`config.mk`:
```
export PLATFORM = sky130hd
export DESIGN_NAME = zbus_cycle_mon
export DESIGN_NICKNAME = d
export VERILOG_FILES = /design/src/rtl/zbus_pkg.sv /design/src/rtl/zbus_sync.sv /design/src/rtl/zbus_decode.sv /design/src/rtl/zbus_tracker.sv /design/src/rtl/zbus_cycle_mon.sv
export SDC_FILE = /design/constraint.sdc
export NUM_CORES = 1
export LEC_CHECK = 0
export ABC_AREA = 1
export BUFFER_PORTS_ARGS = -buffer_cell sky130_fd_sc_hd__buf_2
export CAP_MARGIN = 0
export CORE_MARGIN = 5
export CORE_UTILIZATION = 45
export DETAILED_ROUTE_END_ITERATION = 16
export PLACE_DENSITY_LB_ADDON = 0.2
export SYNTH_ARGS = -nofsm -noshare
export SYNTH_HDL_FRONTEND = slang
export SYNTH_HIERARCHICAL = 1
export SYNTH_SLANG_ARGS = --single-unit
export TNS_END_PERCENT = 100
```
`constraint.sdc`:
```
create_clock -name clk -period 1.8 [get_ports clk]
set_input_delay 0.27 -clock clk [delete_from_list [all_inputs] [get_ports clk]]
set_output_delay 0.27 -clock clk [all_outputs]
set_load 0.01 [all_outputs]
```
`src/rtl/zbus_pkg.sv`:
```
package zbus_pkg;

    localparam int DATA_W = 8;
    localparam int ADDR_W = 16;

    typedef enum logic [2:0] {
        CYC_NONE   = 3'd0,
        CYC_MEMRD  = 3'd1,
        CYC_MEMWR  = 3'd2,
        CYC_IORD   = 3'd3,
        CYC_IOWR   = 3'd4,
        CYC_FETCH  = 3'd5,
        CYC_INTACK = 3'd6
    } cyc_e;

    typedef enum logic [1:0] {
        KIND_MEM_RD = 2'd0,
        KIND_MEM_WR = 2'd1,
        KIND_IO_RD  = 2'd2,
        KIND_IO_WR  = 2'd3
    } kind_e;

    typedef struct packed {
        logic m1_n;
        logic rd_n;
        logic wr_n;
        logic mreq_n;
        logic iorq_n;
    } strobes_t;

    localparam int STROBE_W = $bits(strobes_t);

    typedef struct packed {
        strobes_t            strb;
        logic [DATA_W-1:0]   data;
        logic [ADDR_W-1:0]   addr;
    } sample_t;

    localparam int SAMPLE_W = $bits(sample_t);

    localparam sample_t SAMPLE_IDLE = '{
        strb: '{m1_n: 1'b1, rd_n: 1'b1, wr_n: 1'b1, mreq_n: 1'b1, iorq_n: 1'b1},
        data: '0,
        addr: '0
    };

    typedef struct packed {
        logic               valid;
        cyc_e               kind_src;
        kind_e              kind;
        logic [ADDR_W-1:0]  addr;
        logic [DATA_W-1:0]  data;
    } event_t;

    function automatic kind_e kind_of(cyc_e c);
        case (c)
            CYC_MEMRD, CYC_FETCH: return KIND_MEM_RD;
            CYC_MEMWR:            return KIND_MEM_WR;
            CYC_IORD, CYC_INTACK: return KIND_IO_RD;
            default:              return KIND_IO_WR;
        endcase
    endfunction

endpackage

```
`src/rtl/zbus_sync.sv`:
```
module zbus_sync #(
    parameter int                W         = 8,
    parameter int                STAGES    = 2,
    parameter logic [W-1:0]      RESET_VAL = '0
) (
    input  logic         clk,
    input  logic         rst,
    input  logic [W-1:0] d,
    output logic [W-1:0] q
);
    logic [W-1:0] stage_q [STAGES];

    for (genvar s = 0; s < STAGES; s++) begin : g_stage
        if (s == 0) begin : g_first
            always_ff @(posedge clk) begin
                if (rst) stage_q[s] <= RESET_VAL;
                else     stage_q[s] <= d;
            end
        end else begin : g_rest
            always_ff @(posedge clk) begin
                if (rst) stage_q[s] <= RESET_VAL;
                else     stage_q[s] <= stage_q[s-1];
            end
        end
    end

    assign q = stage_q[STAGES-1];
endmodule

```
`src/rtl/zbus_decode.sv`:
```
module zbus_decode
    import zbus_pkg::*;
(
    input  strobes_t strb,
    output cyc_e     cyc
);
    always_comb begin
        cyc = CYC_NONE;
        if (!strb.mreq_n) begin
            if (!strb.rd_n)      cyc = strb.m1_n ? CYC_MEMRD : CYC_FETCH;
            else if (!strb.wr_n) cyc = CYC_MEMWR;
        end else if (!strb.iorq_n) begin
            if (!strb.m1_n)      cyc = CYC_INTACK;
            else if (!strb.rd_n) cyc = CYC_IORD;
            else if (!strb.wr_n) cyc = CYC_IOWR;
        end
    end
endmodule

```
`src/rtl/zbus_tracker.sv`:
```
module zbus_tracker
    import zbus_pkg::*;
(
    input  logic               clk,
    input  logic               rst,
    input  cyc_e               cur,
    input  logic [DATA_W-1:0]  s_data,
    input  logic [ADDR_W-1:0]  s_addr,
    output event_t             evt,
    output logic               illegal
);
    cyc_e              prev_q;
    logic [ADDR_W-1:0] addr_q;
    logic [DATA_W-1:0] data_q;
    logic              tainted_q;

    logic cur_act, prev_act, is_begin, is_end, is_jump;

    always_comb begin
        cur_act  = (cur != CYC_NONE);
        prev_act = (prev_q != CYC_NONE);
        is_begin = !prev_act && cur_act;
        is_end   = prev_act && !cur_act;
        is_jump  = prev_act && cur_act && (cur != prev_q);
    end

    always_ff @(posedge clk) begin
        if (rst) begin
            prev_q    <= CYC_NONE;
            addr_q    <= '0;
            data_q    <= '0;
            tainted_q <= 1'b0;
            evt       <= '0;
            illegal   <= 1'b0;
        end else begin
            evt.valid <= 1'b0;
            illegal   <= 1'b0;
            if (cur_act) data_q <= s_data;
            if (is_begin) begin
                addr_q    <= s_addr;
                tainted_q <= 1'b0;
            end
            if (is_end && !tainted_q) begin
                evt.valid    <= 1'b1;
                evt.kind_src <= prev_q;
                evt.kind     <= kind_of(prev_q);
                evt.addr     <= addr_q;
                evt.data     <= data_q;
            end
            if (is_jump) begin
                illegal   <= 1'b1;
                tainted_q <= 1'b1;
            end
            prev_q <= cur;
        end
    end

    // an end pulse never lasts two clocks
    assert_evt_single_R7: assert property (@(posedge clk) disable iff (rst)
        evt.valid |=> !evt.valid);
    // a reported cycle always carries an active type
    assert_evt_type_active_R7: assert property (@(posedge clk) disable iff (rst)
        evt.valid |-> (evt.kind_src != CYC_NONE));
    // warning and event never coincide
    assert_warn_excl_R9: assert property (@(posedge clk) disable iff (rst)
        !(evt.valid && illegal));
    // the cycle that jumped types cannot be reported on the next clock
    assert_no_evt_after_warn_R9: assert property (@(posedge clk) disable iff (rst)
        illegal |=> !evt.valid);
    // read kinds only come from read types
    assert_kind_read_R8: assert property (@(posedge clk) disable iff (rst)
        (evt.valid && evt.kind == KIND_MEM_RD) |->
            (evt.kind_src == CYC_MEMRD || evt.kind_src == CYC_FETCH));
endmodule

```
`src/rtl/zbus_cycle_mon.sv`:
```
module zbus_cycle_mon
    import zbus_pkg::*;
#(
    parameter int SYNC_STAGES = 2
) (
    input  logic                 clk,
    input  logic                 rst,
    input  logic                 m1_n,
    input  logic                 rd_n,
    input  logic                 wr_n,
    input  logic                 mreq_n,
    input  logic                 iorq_n,
    input  logic [DATA_W-1:0]    data_in,
    input  logic [ADDR_W-1:0]    addr_in,
    output logic                 evt_valid,
    output logic [2:0]           evt_type,
    output logic [1:0]           evt_kind,
    output logic [ADDR_W-1:0]    evt_addr,
    output logic [DATA_W-1:0]    evt_data,
    output logic                 illegal_pulse
);
    sample_t raw_s, sync_s;
    cyc_e    cur;
    event_t  evt;

    always_comb begin
        raw_s.strb.m1_n   = m1_n;
        raw_s.strb.rd_n   = rd_n;
        raw_s.strb.wr_n   = wr_n;
        raw_s.strb.mreq_n = mreq_n;
        raw_s.strb.iorq_n = iorq_n;
        raw_s.data        = data_in;
        raw_s.addr        = addr_in;
    end

    zbus_sync #(
        .W         (SAMPLE_W),
        .STAGES    (SYNC_STAGES),
        .RESET_VAL (SAMPLE_IDLE)
    ) u_sync (
        .clk (clk),
        .rst (rst),
        .d   (raw_s),
        .q   (sync_s)
    );

    zbus_decode u_decode (
        .strb (sync_s.strb),
        .cyc  (cur)
    );

    zbus_tracker u_track (
        .clk     (clk),
        .rst     (rst),
        .cur     (cur),
        .s_data  (sync_s.data),
        .s_addr  (sync_s.addr),
        .evt     (evt),
        .illegal (illegal_pulse)
    );

    assign evt_valid = evt.valid;
    assign evt_type  = evt.kind_src;
    assign evt_kind  = evt.kind;
    assign evt_addr  = evt.addr;
    assign evt_data  = evt.data;
endmodule

```
==> impl_metrics.yaml, run 1 <==
routing:
  dr.pass1.iters: 4
  top_layer: "met4"
  routed_wl_mm: 7.45
  drc_errors: 0
  antenna_left: 0
  wl_met2_mm: 3.31
  wl_met1_mm: 3.62
  drtIter0Drc: 151
  wl_met3_um: 399
  viasPerCell: 4.15
  vias: 3178
  avgRoutedWirePerCell_um: 9.73
synthesis:
  yosys.area.top_type: "dfxtp_1"
  syn_inst: 547
  yosysTopAreaCellShare_pct: 57.0
  synth-seq-cells: 117
  synth_cell_types: 19
  synth_area_um2: 4110
  synth_area_leaders: "dfxtp_1, nor2_1, inv_1, nand2_1, nand3_1"
  syn_avg_cell_area_um2: 7.52
  syn_nets: 578
  yosysWarnings: 6
  yosysSeqAreaShare_pct: 57.0
placed_design:
  gp_congestion: 0.725
  placedCellCount: 700
  dp_hpwl_mm: 4.73
  place.port_buffers: 61
job:
  maxCapViolations: 0
hold_path:
  hold_start: "rst"
  hold_depth: 4
  min_to: "u_track/addr_q[14]$_SDFFE_PP0P_"
  hp-class: "input pin to flop"
clock_network:
  cts_max_level: 4
  clkTransAtPathRegs_ns: 0.05
  cts_tree: "built"
  clockBufferDepth: 2
  root_buffer: "clkbuf_8"
  clock-sinks: 117
  cts_inserted_buffers: 17
  clock_latency_ns: 0.50
sta:
  worstMarginPinSlew_ns: 0.539
  final_hold_viol_count: 0
  setup_viol: 0
  period_needed_ns: 1.68
  final_max_slew_viol_count: 0
  max_slew_margin_pct: 64.0
  rsz0062_at_grt: "true"
  max_freq_mhz: 594
  clock_skew_ns: 0.00768
  period_share_pct: 93.5
global_routing:
  antenna_found_initial: 0
  grt_max_degree: 54
  grt-ovfl-total: 0
  track_usage_pct: 13.8
  grt_pass1_wl_mm: 12.5
  grt_pass1_vias: 2876
critical_path:
  r2r_start: "u_sync/stage_q[1][28]$_SDFF_PP1_"
  cpMostUsedCell: "nor2_1"
  crit_required_ns: 2.24
  reg2reg_slack_ns: 0.12
  cp_data_arrival_time_ns: 2.12
  path_max_fanout: 15
  r2r.worst_path.cells: 10
  cp_num_buf_inv: 2
  worst-setup-path-type: "flop to flop"
  r2r_end: "u_track/evt[14]$_SDFFE_PP0P_"
  worstSetupStartpointType: "flop"
  cpPeakStageDelay_ns: 0.33
  cp_cell_sequence: "inv_1 > nor2_1 > nor2_1 > nor2_2 > nor2_1 > nand3b_1 > nor2_4 > buf_12 > nor2_1 > nor2_1"
  end_kind: "flop"
  cp_slowest_cell: "dfxtp_2"
  path_delay_family: "simple AND/OR/NAND/NOR gates"
die:
  die_area_um2: 11100
  core_um2: 8810
  die_h_um: 106
  num_rows: 34
  die_w_um: 106
  start_util_pct: 46.7
  pin_count: 62
cells_and_area:
  final_cells: 766
  layout.nets: 676
  final_common_cell: "nor2_1"
  fin_util_pct: 62.1
  layout-drive-gt1-share_pct: 17.5
  final_cell_mix: "nor2_1, dfxtp_1, inv_1"
  area_growth_pct: 33.0
  antenna_cells: 0
pwr:
  peakVddDrop_mv: 0.547
  leakage_nw: 2.64
  power_density_nw_per_um2: 1190
run_status:
  status: "finished clean"
==> routing by layer <==
metal	global-route usage (%)	vias to the layer above
met3	5.26	12
met2	21.0	79
li1	-	1781
met1	17.3	1306
met5	0	-
met4	6.38	0
==> cell type report <==
cell class              count  area, um2
fillers                   800       3340
flip-flops and latches    117       2340
multi-input cells         296       1230
repair buffers            101        746
clock buffers              23        467
inverters                 112        420
well taps                 108        135
clock inverters             9        125
==> Yosys cell counts (all sizes together) <==
master	n
a21oi	8
buf	22
clkbuf	1
dfxtp	117
inv	112
nand2	88
nand3	34
nand3b	1
nor2	151
nor3	1
o21ai	9
xnor2	3
==> worst reg2reg max path, stage by stage, from the launching register on <==
cell and delay (ns):
dfxtp_2 0.33, inv_1 0.06, nor2_1 0.05, nor2_1 0.14, nor2_2 0.08, nor2_1 0.18, nand3b_1 0.29, nor2_4 0.21
buf_12 0.15, nor2_1 0.05, nor2_1 0.08
==> state kept, by name (all words and copies together) (netlist names) <==
name	cells
u_track/tainted_q	1
u_track/prev_q	3
u_track/illegal	1
u_sync/stage_q	58
u_track/data_q	8
u_track/addr_q	16
u_track/evt	30
==> power breakdown <==
part	leakage [nW]	total, mW	switching, mW	internal, mW
registers	0.959	2.76	0.0432	2.72
clock network	0.288	3.27	1.07	2.20
logic	1.40	0.449	0.242	0.207
==> metrics by stage <==
step                      setup TNS, ns  hold WS, ns  total power [mW]  area, um2  setup slack (ns)
final                                 0        0.290              6.48       5470             0.117
after floorplan                       0        0.341              3.08       4110             0.263
after CTS                             0        0.280              6.53       5370           0.00822
after global routing            -0.0246        0.320              6.76       5470           -0.0127
after global placement                0        0.393              3.18       4490             0.177
after detailed placement              0        0.392              3.19       4490            0.0105
==> how the worst max path moves through the flow <==
stage,from,slack (ns),end,depth (start not counted)
after global placement,u_sync/stage_q[1][25]$_SDFF_PP1_,0.18,u_track/evt[5]$_SDFFE_PP0P_,8
after detailed placement,u_sync/stage_q[1][28]$_SDFF_PP1_,0.01,u_track/evt[7]$_SDFFE_PP0P_,9
final,u_sync/stage_q[1][28]$_SDFF_PP1_,0.12,u_track/evt[14]$_SDFFE_PP0P_,10
after global routing,u_sync/stage_q[1][28]$_SDFF_PP1_,-0.01,u_track/addr_q[5]$_SDFFE_PP0P_,12
after CTS,u_sync/stage_q[1][28]$_SDFF_PP1_,0.008,u_track/evt[7]$_SDFFE_PP0P_,9
after floorplan,u_sync/stage_q[1][27]$_SDFF_PP1_,0.26,u_track/addr_q[11]$_SDFFE_PP0P_,10
==> logic make-up (layout without fill, tap and decap cells) <==
| family | count (synthesis) | after routing | share of synthesized area (%) |
|---|---|---|---|
| xor gates and xnor gates | 3 | 3 | 0.639 |
| AOI/OAI and AO/OA | 17 | 17 | 2.07 |
| and+or+nand+nor | 275 | 276 | 26.7 |
| DFF | 117 | 117 | 57.0 |
| buffers and inverters | 135 | 245 | 13.6 |
==> repair_timing <==
item,in CTS,in global routing
hold endpoints to repair,29,0
hold buffers,29,0
resized for setup,0,7
pin swaps,1,6
gates cloned,0,2
endpoints found under the setup margin,1,51
setup buffers,0,3
No activity file was read; power rests on OpenSTA's default activity.
==> run 2, diff against run 1 <==
Settings changed: BUFFER_PORTS_ARGS -buffer_cell sky130_fd_sc_hd__buf_2 to not set, CTS_CLUSTER_SIZE set to 14, DONT_BUFFER_PORTS set to 1.
==> run 2 against run 1 <==
  * Combinational power is 16% lower
  * Critical path depth grew 2
  * Die area did not move
  * Critical endpoint is now u_track/addr_q[7]$_SDFFE_PP0P_
  * Largest power group unchanged
==> impl_metrics.yaml, run 2 (synthesis gave the netlist of run 1 again) <==
critical_path:
  worstSetupStartpointType: "flop"
  cp_data_arrival_time_ns: 2.01
  worst-setup-path-type: "flop to flop"
  path_max_fanout: 32
  crit_required_ns: 2.20
  end_kind: "flop"
routing:
  drtIter0Drc: 138
  routed_wl_mm: 7.32
  viasPerCell: 4.21
  dr.pass1.iters: 4
  drc_errors: 0
  vias: 2954
  antenna_left: 0
  avgRoutedWirePerCell_um: 10.4
global_routing:
  grt_pass1_wl_mm: 12.7
  grt-ovfl-total: 0
  track_usage_pct: 14.1
  grt_max_degree: 54
  grt_pass1_vias: 2819
  antenna_found_initial: 0
clock_network:
  clkTransAtPathRegs_ns: 0.05
  clock-sinks: 117
  cts_tree: "built"
  clock_latency_ns: 0.50
  cts_inserted_buffers: 17
  clockBufferDepth: 2
  cts_max_level: 4
  root_buffer: "clkbuf_8"
sta:
  max_freq_mhz: 620
  setup_viol: 0
  period_share_pct: 89.6
  max_slew_margin_pct: 77.9
  clock_skew_ns: 0.00526
  final_max_slew_viol_count: 0
  tns_ns: 0
  worstMarginPinSlew_ns: 0.331
  final_hold_viol_count: 0
  period_needed_ns: 1.61
  rsz0062_at_grt: "false"
pwr:
  leakage_nw: 2.34
  seqPwrFrac_pct: 44.3
  p_switching_mw: 1.29
  total_power_mw: 6.27
  power_density_nw_per_um2: 1230
  intPower_mw: 4.97
  combPwrFrac_pct: 6.0
  switching_share_pct: 20.6
  pwr-share-clk_pct: 49.7
  peakVddDrop_mv: 0.640
cells_and_area:
  multi_input_area_um2: 1220
  regMostFlops: "u_sync/stage_q"
  fillers: 809
  layout.nets: 613
  final_common_cell: "nor2_1"
  largest_register_ffs: 58
  fin_area_um2: 5110
  antenna_cells: 0
  fin_util_pct: 58.0
  area_growth_pct: 24.3
  regArea_um2: 2340
  layout-drive-gt1-share_pct: 7.59
  final_cells: 701
  final_cell_mix: "nor2_1, dfxtp_1, inv_1"
  top_regs: "u_sync/stage_q x58, u_track/evt x30, u_track/addr_q x16"
die:
  die_area_um2: 11100
  num_rows: 34
  pin_count: 62
  die_h_um: 106
  die_w_um: 106
  start_util_pct: 46.7
  core_um2: 8810
job:
  maxCapViolations: 0
placed_design:
  placedCellCount: 638
  dp_hpwl_mm: 4.66
  place.port_buffers: 0
  place_area_um2: 4190
  gp_congestion: 0.714
run_status:
  status: "finished clean"
hold_path:
  hp-class: "input pin to flop"
run 2: cell types whose count changed in the layout (fill, tap and decap cells not counted), sizes merged:
cell / before / now
buf: 71 / 9
clkbuf: 24 / 26
clkinv: 4 / 2
bufinv: 3 / 2
clkinvlp: 2 / 0
run 2: critical path, stage by stage (launching register included):
cell     delay (ns)
dfxtp_1        0.35
inv_1          0.07
nor2_2         0.10
nand2_1        0.05
o21ai_1        0.11
inv_1          0.10
nand2_1        0.13
inv_1          0.08
nor2_2         0.13
buf_12         0.19
nand2_1        0.07
nand2_1        0.07
nor2_1         0.04
run 2: power groups by stage:
stage	logic, mW	clock network [mW]	registers [mW]
2_1_floorplan	0.262	0	2.82
3_3_place_gp	0.291	0	2.83
3_5_place_dp	0.298	0	2.83
4_1_cts	0.370	3.17	2.78
5_1_grt	0.442	3.31	2.79
6_report	0.378	3.11	2.78
run 2: per-layer routing:
metal | GRT usage [%] | routed length [um] | vias to the layer above
li1 | - | - | 1649
met1 | 18.0 | 3630 | 1223
met2 | 20.8 | 3070 | 69
met3 | 5.75 | 478 | 13
met4 | 6.66 | 138 | 0
met5 | 0 | 0 | -
run 2: final cells by class:
class                      count  share of cell area (%)
clock buffer                  26                    9.55
clock inverter                 4                    1.37
inverter                     112                    8.23
multi-input combinational    296                    23.9
sequential                   117                    45.8
tap                          108                    2.64
timing repair buffer          38                    8.47
run 2: timing repair:
item / 4_1_cts / 5_1_grt
endpoints found under the setup margin: 0 / 33
endpoints found under the hold margin: 62 / 0
hold buffers: 30 / 0
setup buffers: 0 / 2
resized for setup: 0 / 3
run 2: path summary, 6_finish.rpt:
check / startpoint / to / slack [ns] / cells after the start
setup / recovery: u_sync/stage_q[1][25]$_SDFF_PP1_ / u_track/addr_q[7]$_SDFFE_PP0P_ / 0.19 / 12
hold / removal: rst / u_track/addr_q[11]$_SDFFE_PP0P_ / 0.05 / 3
setup reg to reg: u_sync/stage_q[1][25]$_SDFF_PP1_ / u_track/addr_q[7]$_SDFFE_PP0P_ / 0.19 / 12
hold reg to reg: u_sync/stage_q[0][22]$_SDFF_PP0_ / u_sync/stage_q[1][22]$_SDFF_PP0_ / 0.40 / 2
run 2: per-stage QoR:
| stage | setup slack [ns] | hold slack (ns) |
|---|---|---|
| after floorplan | 0.263 | 0.341 |
| after global placement | 0.165 | 0.351 |
| after detailed placement | 0.0975 | 0.352 |
| after CTS | 0.0861 | 0.0262 |
| after global routing | 0.0162 | 0.0412 |
| final | 0.187 | 0.0474 |
